## config.mk

```make
export PLATFORM = sky130hd
export DESIGN_NAME = angle_pair_rx
export DESIGN_NICKNAME = d
export VERILOG_FILES = /design/src/rtl/angle_rx_pkg.sv /design/src/rtl/angle_rx_sync.sv /design/src/rtl/angle_rx_ctrl.sv /design/src/rtl/angle_rx_dp.sv /design/src/rtl/angle_pair_rx.sv
export SDC_FILE = /design/constraint.sdc
export NUM_CORES = 1
export LEC_CHECK = 0
export BUFFER_PORTS_ARGS = -buffer_cell sky130_fd_sc_hd__buf_2
export CAP_MARGIN = 20
export CORE_ASPECT_RATIO = 0.6
export CORE_MARGIN = 3
export CORE_UTILIZATION = 60
export DETAILED_ROUTE_END_ITERATION = 6
export PLACE_DENSITY = 0.8
export SLEW_MARGIN = 15
export SYNTH_ARGS = -nofsm -noshare
export SYNTH_HDL_FRONTEND = slang
export SYNTH_SLANG_ARGS = --single-unit
```

## constraint.sdc

```tcl
create_clock -name clk -period 4.65 [get_ports clk]
set_clock_uncertainty 0.2 [all_clocks]
set_input_delay 0.6975 -clock clk [delete_from_list [all_inputs] [get_ports clk]]
set_output_delay 0.6975 -clock clk [all_outputs]
set_load 0.01 [all_outputs]
```

## src/rtl/angle_rx_pkg.sv

```systemverilog
package angle_rx_pkg;

  localparam int BYTE_W = 8;

  typedef enum logic [1:0] {
    RX_IDLE  = 2'd0,
    RX_START = 2'd1,
    RX_DATA  = 2'd2,
    RX_STOP  = 2'd3
  } rxState_t;

  // Strobes from the control to the datapath, each at most one cycle wide
  typedef struct packed {
    logic sampleBit;  // mid-bit instant of a data bit
    logic byteDone;   // stop bit seen high, byte complete
    logic frameErr;   // stop bit seen low, byte rejected
    logic realign;    // idle limit reached, expect integer byte next
  } rxStrobe_t;

endpackage

```

## src/rtl/angle_rx_sync.sv

```systemverilog
module angle_rx_sync #(
  parameter int STAGES = 2
) (
  input  logic clk,
  input  logic rstN,
  input  logic asyncIn,
  output logic syncOut
);

  logic [STAGES-1:0] chain;

  always_ff @(posedge clk or negedge rstN) begin
    if (!rstN) chain <= '1;
    else       chain <= {chain[STAGES-2:0], asyncIn};
  end

  assign syncOut = chain[STAGES-1];

endmodule

```

## src/rtl/angle_rx_ctrl.sv

```systemverilog
module angle_rx_ctrl
  import angle_rx_pkg::*;
#(
  parameter int CLKS_PER_BIT = 16,
  parameter int IDLE_BYTES   = 2
) (
  input  logic      clk,
  input  logic      rstN,
  input  logic      lineIn,
  output rxStrobe_t stb
);

  localparam int CNT_W      = $clog2(CLKS_PER_BIT);
  localparam int HALF       = CLKS_PER_BIT / 2;
  localparam int IDLE_LIMIT = IDLE_BYTES * 10 * CLKS_PER_BIT;
  localparam int IDLE_W     = $clog2(IDLE_LIMIT + 2);
  localparam int LAST_BIT   = BYTE_W - 1;

  rxState_t             state;
  logic [CNT_W-1:0]     bitCnt;
  logic [2:0]           bitIdx;
  logic                 linePrev;
  logic [IDLE_W-1:0]    idleCnt;
  logic                 bitEnd;
  logic                 halfEnd;

  assign bitEnd  = (bitCnt == CNT_W'(CLKS_PER_BIT - 1));
  assign halfEnd = (bitCnt == CNT_W'(HALF - 1));

  always_ff @(posedge clk or negedge rstN) begin
    if (!rstN) begin
      state    <= RX_IDLE;
      bitCnt   <= '0;
      bitIdx   <= '0;
      linePrev <= 1'b1;
    end else begin
      linePrev <= lineIn;
      case (state)
        RX_IDLE: begin
          bitCnt <= '0;
          if (linePrev && !lineIn) state <= RX_START;
        end
        RX_START: begin
          if (halfEnd) begin
            bitCnt <= '0;
            bitIdx <= '0;
            state  <= lineIn ? RX_IDLE : RX_DATA;
          end else begin
            bitCnt <= bitCnt + 1'b1;
          end
        end
        RX_DATA: begin
          if (bitEnd) begin
            bitCnt <= '0;
            bitIdx <= bitIdx + 1'b1;
            if (bitIdx == 3'(LAST_BIT)) state <= RX_STOP;
          end else begin
            bitCnt <= bitCnt + 1'b1;
          end
        end
        RX_STOP: begin
          if (bitEnd) begin
            bitCnt <= '0;
            state  <= RX_IDLE;
          end else begin
            bitCnt <= bitCnt + 1'b1;
          end
        end
        default: state <= RX_IDLE;
      endcase
    end
  end

  // Idle time counter, saturating one past the limit
  always_ff @(posedge clk or negedge rstN) begin
    if (!rstN) begin
      idleCnt <= '0;
    end else if (state != RX_IDLE) begin
      idleCnt <= '0;
    end else if (idleCnt != IDLE_W'(IDLE_LIMIT + 1)) begin
      idleCnt <= idleCnt + 1'b1;
    end
  end

  always_comb begin
    stb           = '0;
    stb.sampleBit = (state == RX_DATA) && bitEnd;
    stb.byteDone  = (state == RX_STOP) && bitEnd && lineIn;
    stb.frameErr  = (state == RX_STOP) && bitEnd && !lineIn;
    stb.realign   = (state == RX_IDLE) && (idleCnt == IDLE_W'(IDLE_LIMIT));
  end

endmodule

```

## src/rtl/angle_rx_dp.sv

```systemverilog
module angle_rx_dp
  import angle_rx_pkg::*;
(
  input  logic              clk,
  input  logic              rstN,
  input  logic              lineIn,
  input  rxStrobe_t         stb,
  output logic [BYTE_W-1:0] angleInt,
  output logic [BYTE_W-1:0] angleFrac,
  output logic              angleValid
);

  logic [BYTE_W-1:0] shiftReg;
  logic [BYTE_W-1:0] intHold;
  logic              haveInt;

  // Bits arrive LSB first: shift in from the top
  always_ff @(posedge clk or negedge rstN) begin
    if (!rstN)              shiftReg <= '0;
    else if (stb.sampleBit) shiftReg <= {lineIn, shiftReg[BYTE_W-1:1]};
  end

  always_ff @(posedge clk or negedge rstN) begin
    if (!rstN) begin
      intHold    <= '0;
      haveInt    <= 1'b0;
      angleInt   <= '0;
      angleFrac  <= '0;
      angleValid <= 1'b0;
    end else begin
      angleValid <= 1'b0;
      if (stb.frameErr || stb.realign) begin
        haveInt <= 1'b0;
      end else if (stb.byteDone) begin
        if (!haveInt) begin
          intHold <= shiftReg;
          haveInt <= 1'b1;
        end else begin
          angleInt   <= intHold;
          angleFrac  <= shiftReg;
          angleValid <= 1'b1;
          haveInt    <= 1'b0;
        end
      end
    end
  end

endmodule

```

## src/rtl/angle_pair_rx.sv

```systemverilog
module angle_pair_rx
  import angle_rx_pkg::*;
#(
  parameter int CLKS_PER_BIT = 16,
  parameter int IDLE_BYTES   = 2,
  parameter int SYNC_STAGES  = 2
) (
  input  logic              clk,
  input  logic              rstN,
  input  logic              rxLine,
  output logic [BYTE_W-1:0] angleInt,
  output logic [BYTE_W-1:0] angleFrac,
  output logic              angleValid
);

  logic      lineSync;
  rxStrobe_t ctrlStb;

  angle_rx_sync #(.STAGES(SYNC_STAGES)) i_sync (
    .clk     (clk),
    .rstN    (rstN),
    .asyncIn (rxLine),
    .syncOut (lineSync)
  );

  angle_rx_ctrl #(
    .CLKS_PER_BIT (CLKS_PER_BIT),
    .IDLE_BYTES   (IDLE_BYTES)
  ) i_ctrl (
    .clk    (clk),
    .rstN   (rstN),
    .lineIn (lineSync),
    .stb    (ctrlStb)
  );

  angle_rx_dp i_dp (
    .clk        (clk),
    .rstN       (rstN),
    .lineIn     (lineSync),
    .stb        (ctrlStb),
    .angleInt   (angleInt),
    .angleFrac  (angleFrac),
    .angleValid (angleValid)
  );

endmodule

```

# [Word-level counts from Yosys, hierarchy flattened]
# Cells that the tools add are included.
# W data, S select, Z words.
[word_totals] ff_bits=55 input_bits=3 output_inout_bits=17 elab_cells=69
[op_classes] n_addsub=3 n_eq_ne=13 mux=21 bitwise=2 reduce_logical=18
[op_table] op="$mux W9" count=2
[op_table] op="$mux W2" count=6
[op_table] op="$pmux W4 S3" count=1
[op_table] op="$ne A2 B1 Y1 const B" count=5
[op_table] op="$add A9 B1 Y9 const B" count=1
[op_table] op="$eq A9 B9 Y1 const B" count=1
[op_table] op="$ne A9 B9 Y1 const B" count=1
[op_table] op="$reduce_and A3 Y1" count=3
[op_table] op="$mux W4" count=2
[op_table] op="$pmux W2 S4" count=1
[op_table] op="$reduce_bool A2 Y1" count=4
[op_table] op="$logic_and A1 B1 Y1" count=6
[op_table] op="$mux W1" count=6
[op_table] op="$mux W3" count=2
[op_table] op="$pmux W3 S2" count=1
[op_table] op="$reduce_and A5 Y1" count=1
[op_table] op="$add A4 B1 Y4 const B" count=1
[op_table] op="$eq A2 B2 Y1 const B" count=2
[op_table] op="$eq A4 B3 Y1 const B" count=1
[op_table] op="$eq A4 B4 Y1 const B" count=1
[op_table] op="$add A3 B1 Y3 const B" count=1
[op_table] op="$eq A3 B3 Y1 const B" count=1
[op_table] op="$eq A2 B1 Y1 const B" count=1
[op_table] op="$logic_not A2 Y1" count=1
[op_table] op="other kinds (4)" count=5

# [Depth between registers and ports, before layout]
# Gate-level depths: netlist (run 1).
[logic_depth] depth_word=6 ltp_mapped=6 depth_no_buf=5

# [Cells and area by module]
# From an unflattened synthesis (run 1), not the netlist that was laid out.
[unflattened] hier_cells=188 hier_area_um2=2454.9
[by_module_without_submodules] module="angle_rx_dp" instances=1 cells_per_inst=73 area_each_um2=1323.8 seq_area_each_um2=850.8
[by_module_without_submodules] module="angle_rx_ctrl" instances=1 cells_per_inst=113 area_each_um2=1078.5 seq_area_each_um2=476.7
[by_module_without_submodules] module="angle_rx_sync" instances=1 cells_per_inst=2 area_each_um2=52.6 seq_area_each_um2=52.6

# [Worst setup path after synthesis (run 1)]
# No wires, ideal clock.
[synth_path] path_type="reg-to-reg" startpoint="register i_ctrl.bitCnt[0]" endpoint="register i_dp.angleFrac[4]" setup_time_ps=125 t_arrival_ps=1617 t_required_ps=4325 path_slack_ps=2709 stages_incl_launch_ff=7 n_path_buf=2 period_less_slack_ps=1941 path_cell_list="dfrtp_1 -> ha_1 -> buf_6 -> nand3_4 -> nor3_4 -> buf_6 -> mux2_2"
[synth_between] elab_chain_len=6
[synth_lines] element="from (decl)" line_no="angle_rx_ctrl.sv:20" text="logic [CNT_W-1:0] bitCnt;"
[synth_lines] element="from (signal assigned)" line_no="angle_rx_ctrl.sv:49" text="bitCnt <= bitCnt + 1'b1;"
[synth_lines] element="from (signal assigned)" line_no="angle_rx_ctrl.sv:58" text="bitCnt <= bitCnt + 1'b1;"
[synth_lines] element="from (signal assigned)" line_no="angle_rx_ctrl.sv:66" text="bitCnt <= bitCnt + 1'b1;"
[synth_lines] element="$eq A4 B4 Y1 (*)" line_no="angle_rx_ctrl.sv:27" text="assign bitEnd = (bitCnt == CNT_W'(CLKS_PER_BIT - 1));"
[synth_lines] element="$logic_and A1 B1 Y1 (*)" line_no="angle_rx_ctrl.sv:88, angle_rx_ctrl.sv:89"
[synth_lines] element="$logic_and A1 B1 Y1" line_no="angle_rx_ctrl.sv:89" text="stb.frameErr = (state == RX_STOP) && bitEnd && !lineIn;"
[synth_lines] element="$logic_or A1 B1 Y1" line_no="angle_rx_dp.sv:32" text="if (stb.frameErr || stb.realign) begin"
[synth_lines] element="$not A1 Y1 (no source line)"
[synth_lines] element="$reduce_and A3 Y1 (no source line) (*)"
[synth_lines] element="to (signal assigned)" line_no="angle_rx_dp.sv:40" text="angleFrac <= shiftReg;"
[synth_lines] element="to (decl)" line_no="angle_rx_dp.sv:9" text="output logic [BYTE_W-1:0] angleFrac,"
# Every way passes the cells marked *; elsewhere a longest branch is shown, timed or not.
# A chain may end at the register's enable or synchronous reset.

# [Worst setup path after layout (run 1)]
[layout_path] startpoint="register i_ctrl.bitCnt[0]" endpoint="register i_dp.angleInt[1]"
[layout_between] elab_chain_len=6
[layout_lines] element="$eq A4 B4 Y1 (*)" line_no="angle_rx_ctrl.sv:27"
[layout_lines] element="$logic_and A1 B1 Y1 (*)" line_no="angle_rx_ctrl.sv:88, angle_rx_ctrl.sv:89"
[layout_lines] element="$logic_and A1 B1 Y1" line_no="angle_rx_ctrl.sv:89"
[layout_lines] element="$logic_or A1 B1 Y1" line_no="angle_rx_dp.sv:32"
[layout_lines] element="$not A1 Y1 (no source line)"
[layout_lines] element="$reduce_and A3 Y1 (no source line) (*)"
[layout_lines] element="to (signal assigned)" line_no="angle_rx_dp.sv:39" text="angleInt <= intHold;"
[layout_lines] element="to (decl)" line_no="angle_rx_dp.sv:8" text="output logic [BYTE_W-1:0] angleInt,"
# Marks and branches as above.

==> impl_metrics.csv, run 1 <==
group,metric,value,unit
cts,root_buffer,"clkbuf_8",
timing,whs,0.164,ns
setup_path,r2r_start,"i_ctrl.bitCnt[0]",
route,drt_iter0_markers,59,
route,routed_wl,4.17,mm
cells_and_area,regArea,0.00138,mm^2
worst_hold_path,holdPathStages,0,
setup_path,rrSetupSlack,2.25,ns
route,wire_per_inst,16.1,um
yosys,synth_area_leaders,"dfrtp_1 (54%), mux2_2 (15%), dfstp_2 (3.2%), ha_1 (3.1%), a21oi_1 (2.5%)",
power_and_ir_drop,power_density,387,mW/mm^2
placement,dp_hpwl,2.91,mm
cts,worstSkewPairLatency,0.31,ns
timing,setup_viol,0,
setup_path,reg2reg_to,"i_dp.angleInt[1]",
floorplan,dieArea,0.00487,mm^2
global_routing,antenna_found_initial,0,
power_and_ir_drop,p_switching,320,uW
placement,portBuffers,19,
timing,fin_crit,2.40,ns
power_and_ir_drop,p_leak,0.00129,uW
cells_and_area,nFillCells,264,
cts,clk_path_buf_depth,2,
cts,postCtsHoldBufs,0,
route,vias,1484,
timing,report.final.hold_viol_count,0,
cells_and_area,stdcell_area,0.00262,mm^2
worst_hold_path,hold_path_class,"reg -> reg",
setup_path,critPathLaunchType,"flip-flop",
timing,final_max_slew_viol_count,0,
global_routing,grt_pass1_wl,7.31,mm
cells_and_area,final_util,0.697,
yosys,synth_edf_count,0,
global_routing,grt.total_usage,0.192,
global_routing,first_global_vias,1515,
yosys,yosysWarningCount,0,
cts,cts_tree,"built",
yosys,synth_top_area_share,0.536,
setup_path,reg2reg_depth,4,
cts,clkTransAtPathRegs,0.10,ns
yosys,avgSynthCellArea,12.8,um^2
timing,rsz0062_at_grt,"false",
floorplan,dieWidth,88.1,um
route,antenna_left,0,
cells_and_area,layout-drive-gt1-share,0.327,
global_routing,grt-ovfl-total,0,
power_and_ir_drop,ir_worst_vdd,162,uV
global_routing,grt_max_degree,56,
floorplan,placementRows,17,
timing,fmax,0.417,GHz
cts,clock_sinks,55,
cts,numCtsBuffers,5,
setup_path,cp.arrival,2.39,ns
cells_and_area,syn_to_final_growth,8.15,%
floorplan,die_height,55.3,um
route,avgViaCountPerCell,5.75,
floorplan,core-area,0.00376,mm^2
setup_path,crit_path_end_kind,"flip-flop",
cells_and_area,multi_input_area,971,um^2
yosys,ys_seq_area_frac,0.569,
setup_path,worst_ep_required_time,4.64,ns
timing,tns,0,ns
floorplan,initial_core_util,0.644,
timing,period_share,0.516,
run_status,status,"completed",
yosys,ys.flop_type,"dfrtp_1",
power_and_ir_drop,switching_share,0.315,
route,drc,0,
power_and_ir_drop,seq_power_share,0.576,
yosys,async_flop_share,1.00,
setup_path,path_max_fanout,17,
cells_and_area,n_antenna_cell,0,
timing,worstMarginPinSlew,0.827,ns
yosys,synth.distinct_cells,43,
cts,post-cts-setup-buffers,0,
yosys,syn_nets,199,
setup_path,cp-startpoint,"i_ctrl.bitCnt[0]",
cells_and_area,nets,219,
route,drt-pass1-iter-count,4,
placement,place_ws,2.26,ns
placement,place_area,0.00254,mm^2
timing,worst_slack,2.25,ns
setup_path,critPathCapture,"i_dp.angleInt[1]",
power_and_ir_drop,comb_power_share,0.172,
power_and_ir_drop,p_int,695,uW
placement,gp_congestion,0.760,
floorplan,io_pins,20,
timing,slew_headroom,0.447,
power_and_ir_drop,p_clk_frac,0.253,
cts,cts_resized,0,
yosys,yosysTopAreaCell,"dfrtp_1",
setup_path,critical_path_class,"reg -> reg",
cts,htreeDepth,2,
yosys,syn-cell-area,0.00243,mm^2
yosys,synthCells,190,
yosys,ys_seq_elements,55,
job,cap_violations,0,
-- routing by layer --
layer / global-route usage / wire (um) / vias up
met2: 0.278 / 1880 / 22
met4: 0.0517 / 43 / 0
met3: 0.0447 / 169 / 5
met5: 0 / 0 / -
li1: - / - / 720
met1: 0.292 / 2070 / 737
-- cell usage after synthesis, types with 2 or more instances --
| library cell | n |
|---|---|
| buf_4 | 2 |
| nor3_1 | 2 |
| nand2_1 | 9 |
| inv_1 | 7 |
| nand3_1 | 7 |
| and3_1 | 2 |
| xor2_1 | 2 |
| a21oi_1 | 12 |
| buf_6 | 2 |
| nand2b_1 | 2 |
| mux2i_1 | 3 |
| nand4_1 | 2 |
| o32ai_1 | 2 |
| o21ai_0 | 5 |
| clkbuf_1 | 3 |
| or3_1 | 5 |
| mux2_2 | 32 |
| dfstp_2 | 3 |
| ha_1 | 6 |
| dfrtp_1 | 52 |
| nor2_1 | 8 |
-- registers in the layout (all words and copies together) (netlist names), named ones only --
register / cells
i_ctrl.bitIdx: 3
i_dp.shiftReg: 8
i_ctrl.bitCnt: 4
i_dp.angleValid: 1
i_dp.angleInt: 8
i_ctrl.state: 1
i_sync.chain: 2
i_ctrl.idleCnt: 9
i_dp.haveInt: 1
i_dp.angleFrac: 8
i_ctrl.linePrev: 1
i_dp.intHold: 8
-- how the worst min path moves through the flow --
| stage | start | to |
|---|---|---|
| floorplan | i_sync.chain[0] | i_sync.chain[1] |
| CTS | i_sync.chain[0] | i_sync.chain[1] |
| detailed placement | i_sync.chain[0] | i_sync.chain[1] |
| finish | i_sync.chain[0] | i_sync.chain[1] |
| global route | i_sync.chain[0] | i_sync.chain[1] |
| global placement | i_sync.chain[0] | i_sync.chain[1] |
-- cells by family (layout without fill, tap and decap cells) --
group           after synthesis  in the layout  synth area share
xor+xnor                      3              3            0.0108
flops                        55             55             0.569
buf+inv                      14             35            0.0309
simple gates                 50             50             0.129
compound gates               27             27            0.0686
fa+ha+maj                     6              6            0.0309
mux                          35             35             0.161
-- power groups by stage --
stage	Clock (uW)	Sequential (uW)	Combinational, uW
final	256	585	174
after global routing	283	595	199
after CTS	262	583	175
after detailed placement	0	593	172
after global placement	0	588	167
after floorplan	0	545	191
-- layout make-up --
cell class | count | area share
repair buffers | 20 | 0.0391
inverters | 7 | 0.0100
clock inverters | 2 | 0.00477
flip-flops and latches | 55 | 0.526
multi-input cells | 121 | 0.370
clock buffers | 6 | 0.0277
well taps | 47 | 0.0224
-- placed cells by master (no fill, tap or decap), types with 2 or more instances in the layout --
| cell | count |
|---|---|
| nand2_1 | 9 |
| mux2i_1 | 3 |
| nand2b_1 | 2 |
| and3_1 | 2 |
| ha_1 | 6 |
| nand4_1 | 2 |
| clkbuf_8 | 5 |
| dfstp_2 | 3 |
| xor2_1 | 2 |
| nand3_1 | 7 |
| mux2_2 | 32 |
| nor3_1 | 2 |
| o21ai_0 | 5 |
| a21oi_1 | 12 |
| o32ai_1 | 2 |
| inv_1 | 7 |
| dfrtp_1 | 52 |
| buf_2 | 19 |
| nor2_1 | 8 |
| or3_1 | 5 |
-- critical path, stage by stage (launching register included) --
cell and delay [ns]:
dfrtp_1 0.38, ha_1 0.37, nand3_4 0.18, nor3_4 0.74, mux2_2 0.42
-- metrics by stage --
stage	power (uW)	std cells
floorplan	736	190
global placement	755	250
detailed placement	765	250
CTS	1020	258
global route	1080	258
finish	1020	258
(Power assumes the default switching activity.)
==> run 2, diff against run 1 <==
- CORE_UTILIZATION: 60 -> 53
- PLACE_DENSITY: 0.8 -> 0.75
- clock period: 4.65 -> 2.2 ns (I/O delays scaled with it)
==> run 2 against run 1 <==
Against the previous run: worst hold slack improved by 0.00050 ns; sequential share of layout area fell by 1.4 points; flip-flop and latch count did not move; critical path depth did not move; clock power rose by 110%; register-to-register slack got worse by 2.0 ns; via count rose by 3.6%; count of clock-buffer cells in the layout did not move; non-clock buffer count rose by 7; die area rose by 12%; critical endpoint is now i_dp.angleFrac[3]; highest routed layer unchanged.
==> impl_metrics.csv, run 2 (same netlist as run 1, synthesis figures left out) <==
group,metric,value,unit
route,drt-pass1-iter-count,4,
route,antenna_left,0,
cells_and_area,top_register,"i_ctrl.idleCnt",
cts,worstSkewPairLatency,0.30,ns
route,wire_per_inst,15.4,um
floorplan,dieArea,0.00545,mm^2
cells_and_area,largest_reg_flops,9,
power_and_ir_drop,p_leak,0.00132,uW
global_routing,grt-ovfl-total,0,
timing,whs,0.164,ns
setup_path,reg2reg_depth,4,
cells_and_area,layout_commonest_cell,"dfrtp_1",
timing,rsz0062_at_grt,"false",
floorplan,core-area,0.00426,mm^2
route,vias,1537,
cells_and_area,layout-drive-gt1-share,0.339,
placement,gp_congestion,0.823,
placement,portBuffers,19,
cts,cts_tree,"built",
timing,setup_viol,0,
route,avgViaCountPerCell,5.53,
setup_path,cp.arrival,1.96,ns
floorplan,dieWidth,93.3,um
cts,htreeDepth,2,
timing,fin_crit,1.96,ns
power_and_ir_drop,p_int,1500,uW
worst_hold_path,hold_path_class,"reg -> reg",
cts,clkTransAtPathRegs,0.10,ns
setup_path,path_max_fanout,17,
route,drc,0,
power_and_ir_drop,p_switching,703,uW
timing,worstMarginPinSlew,0.664,ns
worst_hold_path,hp-start,"i_sync.chain[0]",
global_routing,first_global_vias,1593,
cts,clock_sinks,55,
route,drt_iter0_markers,68,
cells_and_area,n_antenna_cell,0,
floorplan,io_pins,20,
timing,final_max_slew_viol_count,0,
global_routing,grt_max_degree,56,
setup_path,critical_path_class,"reg -> reg",
cts,postCtsHoldBufs,2,
setup_path,crit_path_end_kind,"flip-flop",
floorplan,die_height,58.4,um
setup_path,worst_ep_required_time,2.20,ns
job,cap_violations,0,
timing,period_share,0.891,
placement,place_inst,268,
route,routed_wl,4.29,mm
power_and_ir_drop,ir_worst_vdd,376,uV
timing,fmax,0.510,GHz
cts,cts_resized,0,
floorplan,initial_core_util,0.570,
power_and_ir_drop,p_clk_frac,0.248,
cells_and_area,syn_to_final_growth,11.2,%
cts,clk_path_buf_depth,2,
timing,slew_headroom,0.557,
placement,dp_hpwl,2.91,mm
global_routing,grt_pass1_wl,7.42,mm
floorplan,placementRows,18,
cts,post-cts-setup-buffers,0,
cells_and_area,nets,226,
worst_hold_path,holdPathStages,0,
timing,report.final.hold_viol_count,0,
cts,root_buffer,"clkbuf_8",
global_routing,grt.total_usage,0.173,
timing,tns,0,ns
run_status,status,"completed",
global_routing,antenna_found_initial,0,
cells_and_area,final_cell_mix,"dfrtp_1 (52), mux2_2 (32), buf_2 (19)",
power_and_ir_drop,comb_power_share,0.202,
power_and_ir_drop,seq_power_share,0.550,
power_and_ir_drop,switching_share,0.319,
setup_path,r2r_start,"i_ctrl.bitCnt[2]",
power_and_ir_drop,power_density,818,mW/mm^2
setup_path,critPathLaunchType,"flip-flop",
setup_path,cp-startpoint,"i_ctrl.bitCnt[2]",
cells_and_area,final_cells,278,
cts,numCtsBuffers,5,
==> run 2: changes by cell type in the layout (fill, tap and decap cells not counted), sizes merged <==
cell and delta:
dlygate4sd3 +2, buf +5
==> run 2: routing by layer <==
metal  GRT usage  vias up  wire length, um
met5           0        -                0
met4      0.0647        0               56
met3      0.0370        6              156
met2       0.269       31             1930
met1       0.244      764             2140
li1            -      736                -
==> run 2: area by class of cell <==
| cell class | count | area (um^2) |
|---|---|---|
| well taps | 60 | 75.1 |
| fillers | 322 | 1560 |
| clock buffers | 6 | 72.6 |
| clock inverters | 2 | 12.5 |
| inverters | 7 | 26.3 |
| multi-input cells | 121 | 971 |
| repair buffers | 27 | 160 |
| flip-flops and latches | 55 | 1380 |
==> run 2: per-stage QoR <==
| stage | utilization | total power, uW | setup WS (ns) | instance area, um^2 |
|---|---|---|---|---|
| 2_1_floorplan | - | 1560 | 0.259 | 2430 |
| 3_3_place_gp | 0.609 | 1630 | 0.354 | 2590 |
| 3_5_place_dp | 0.609 | 1670 | 0.263 | 2590 |
| 4_1_cts | 0.634 | 2220 | 0.256 | 2700 |
| 5_1_grt | 0.634 | 2340 | 0.138 | 2700 |
| 6_report | 0.634 | 2210 | 0.239 | 2700 |
==> run 2: power by group through the flow <==
stage / logic, uW / clock network [uW] / registers (uW)
2_1_floorplan: 405 / 0 / 1150
3_3_place_gp: 417 / 0 / 1220
3_5_place_dp: 441 / 0 / 1230
4_1_cts: 447 / 560 / 1210
5_1_grt: 504 / 604 / 1230
6_report: 446 / 548 / 1210
==> run 2: path summary, 6_finish.rpt <==
check	slack (ns)	to
hold reg to reg	0.16	i_sync.chain[1]
min in group asynchronous	0.48	i_ctrl.bitIdx[2]
setup reg to reg	0.24	i_dp.angleFrac[3]
hold / removal	0.16	i_sync.chain[1]
setup / recovery	0.24	i_dp.angleFrac[3]
max in group asynchronous	0.88	i_ctrl.idleCnt[4]
==> run 2: worst max-delay path, stage by stage, from the launching register on <==
cell and delay [ns]:
dfrtp_1 0.60, nand3_4 0.21, nor3_4 0.21, buf_4 0.26
mux2_2 0.36
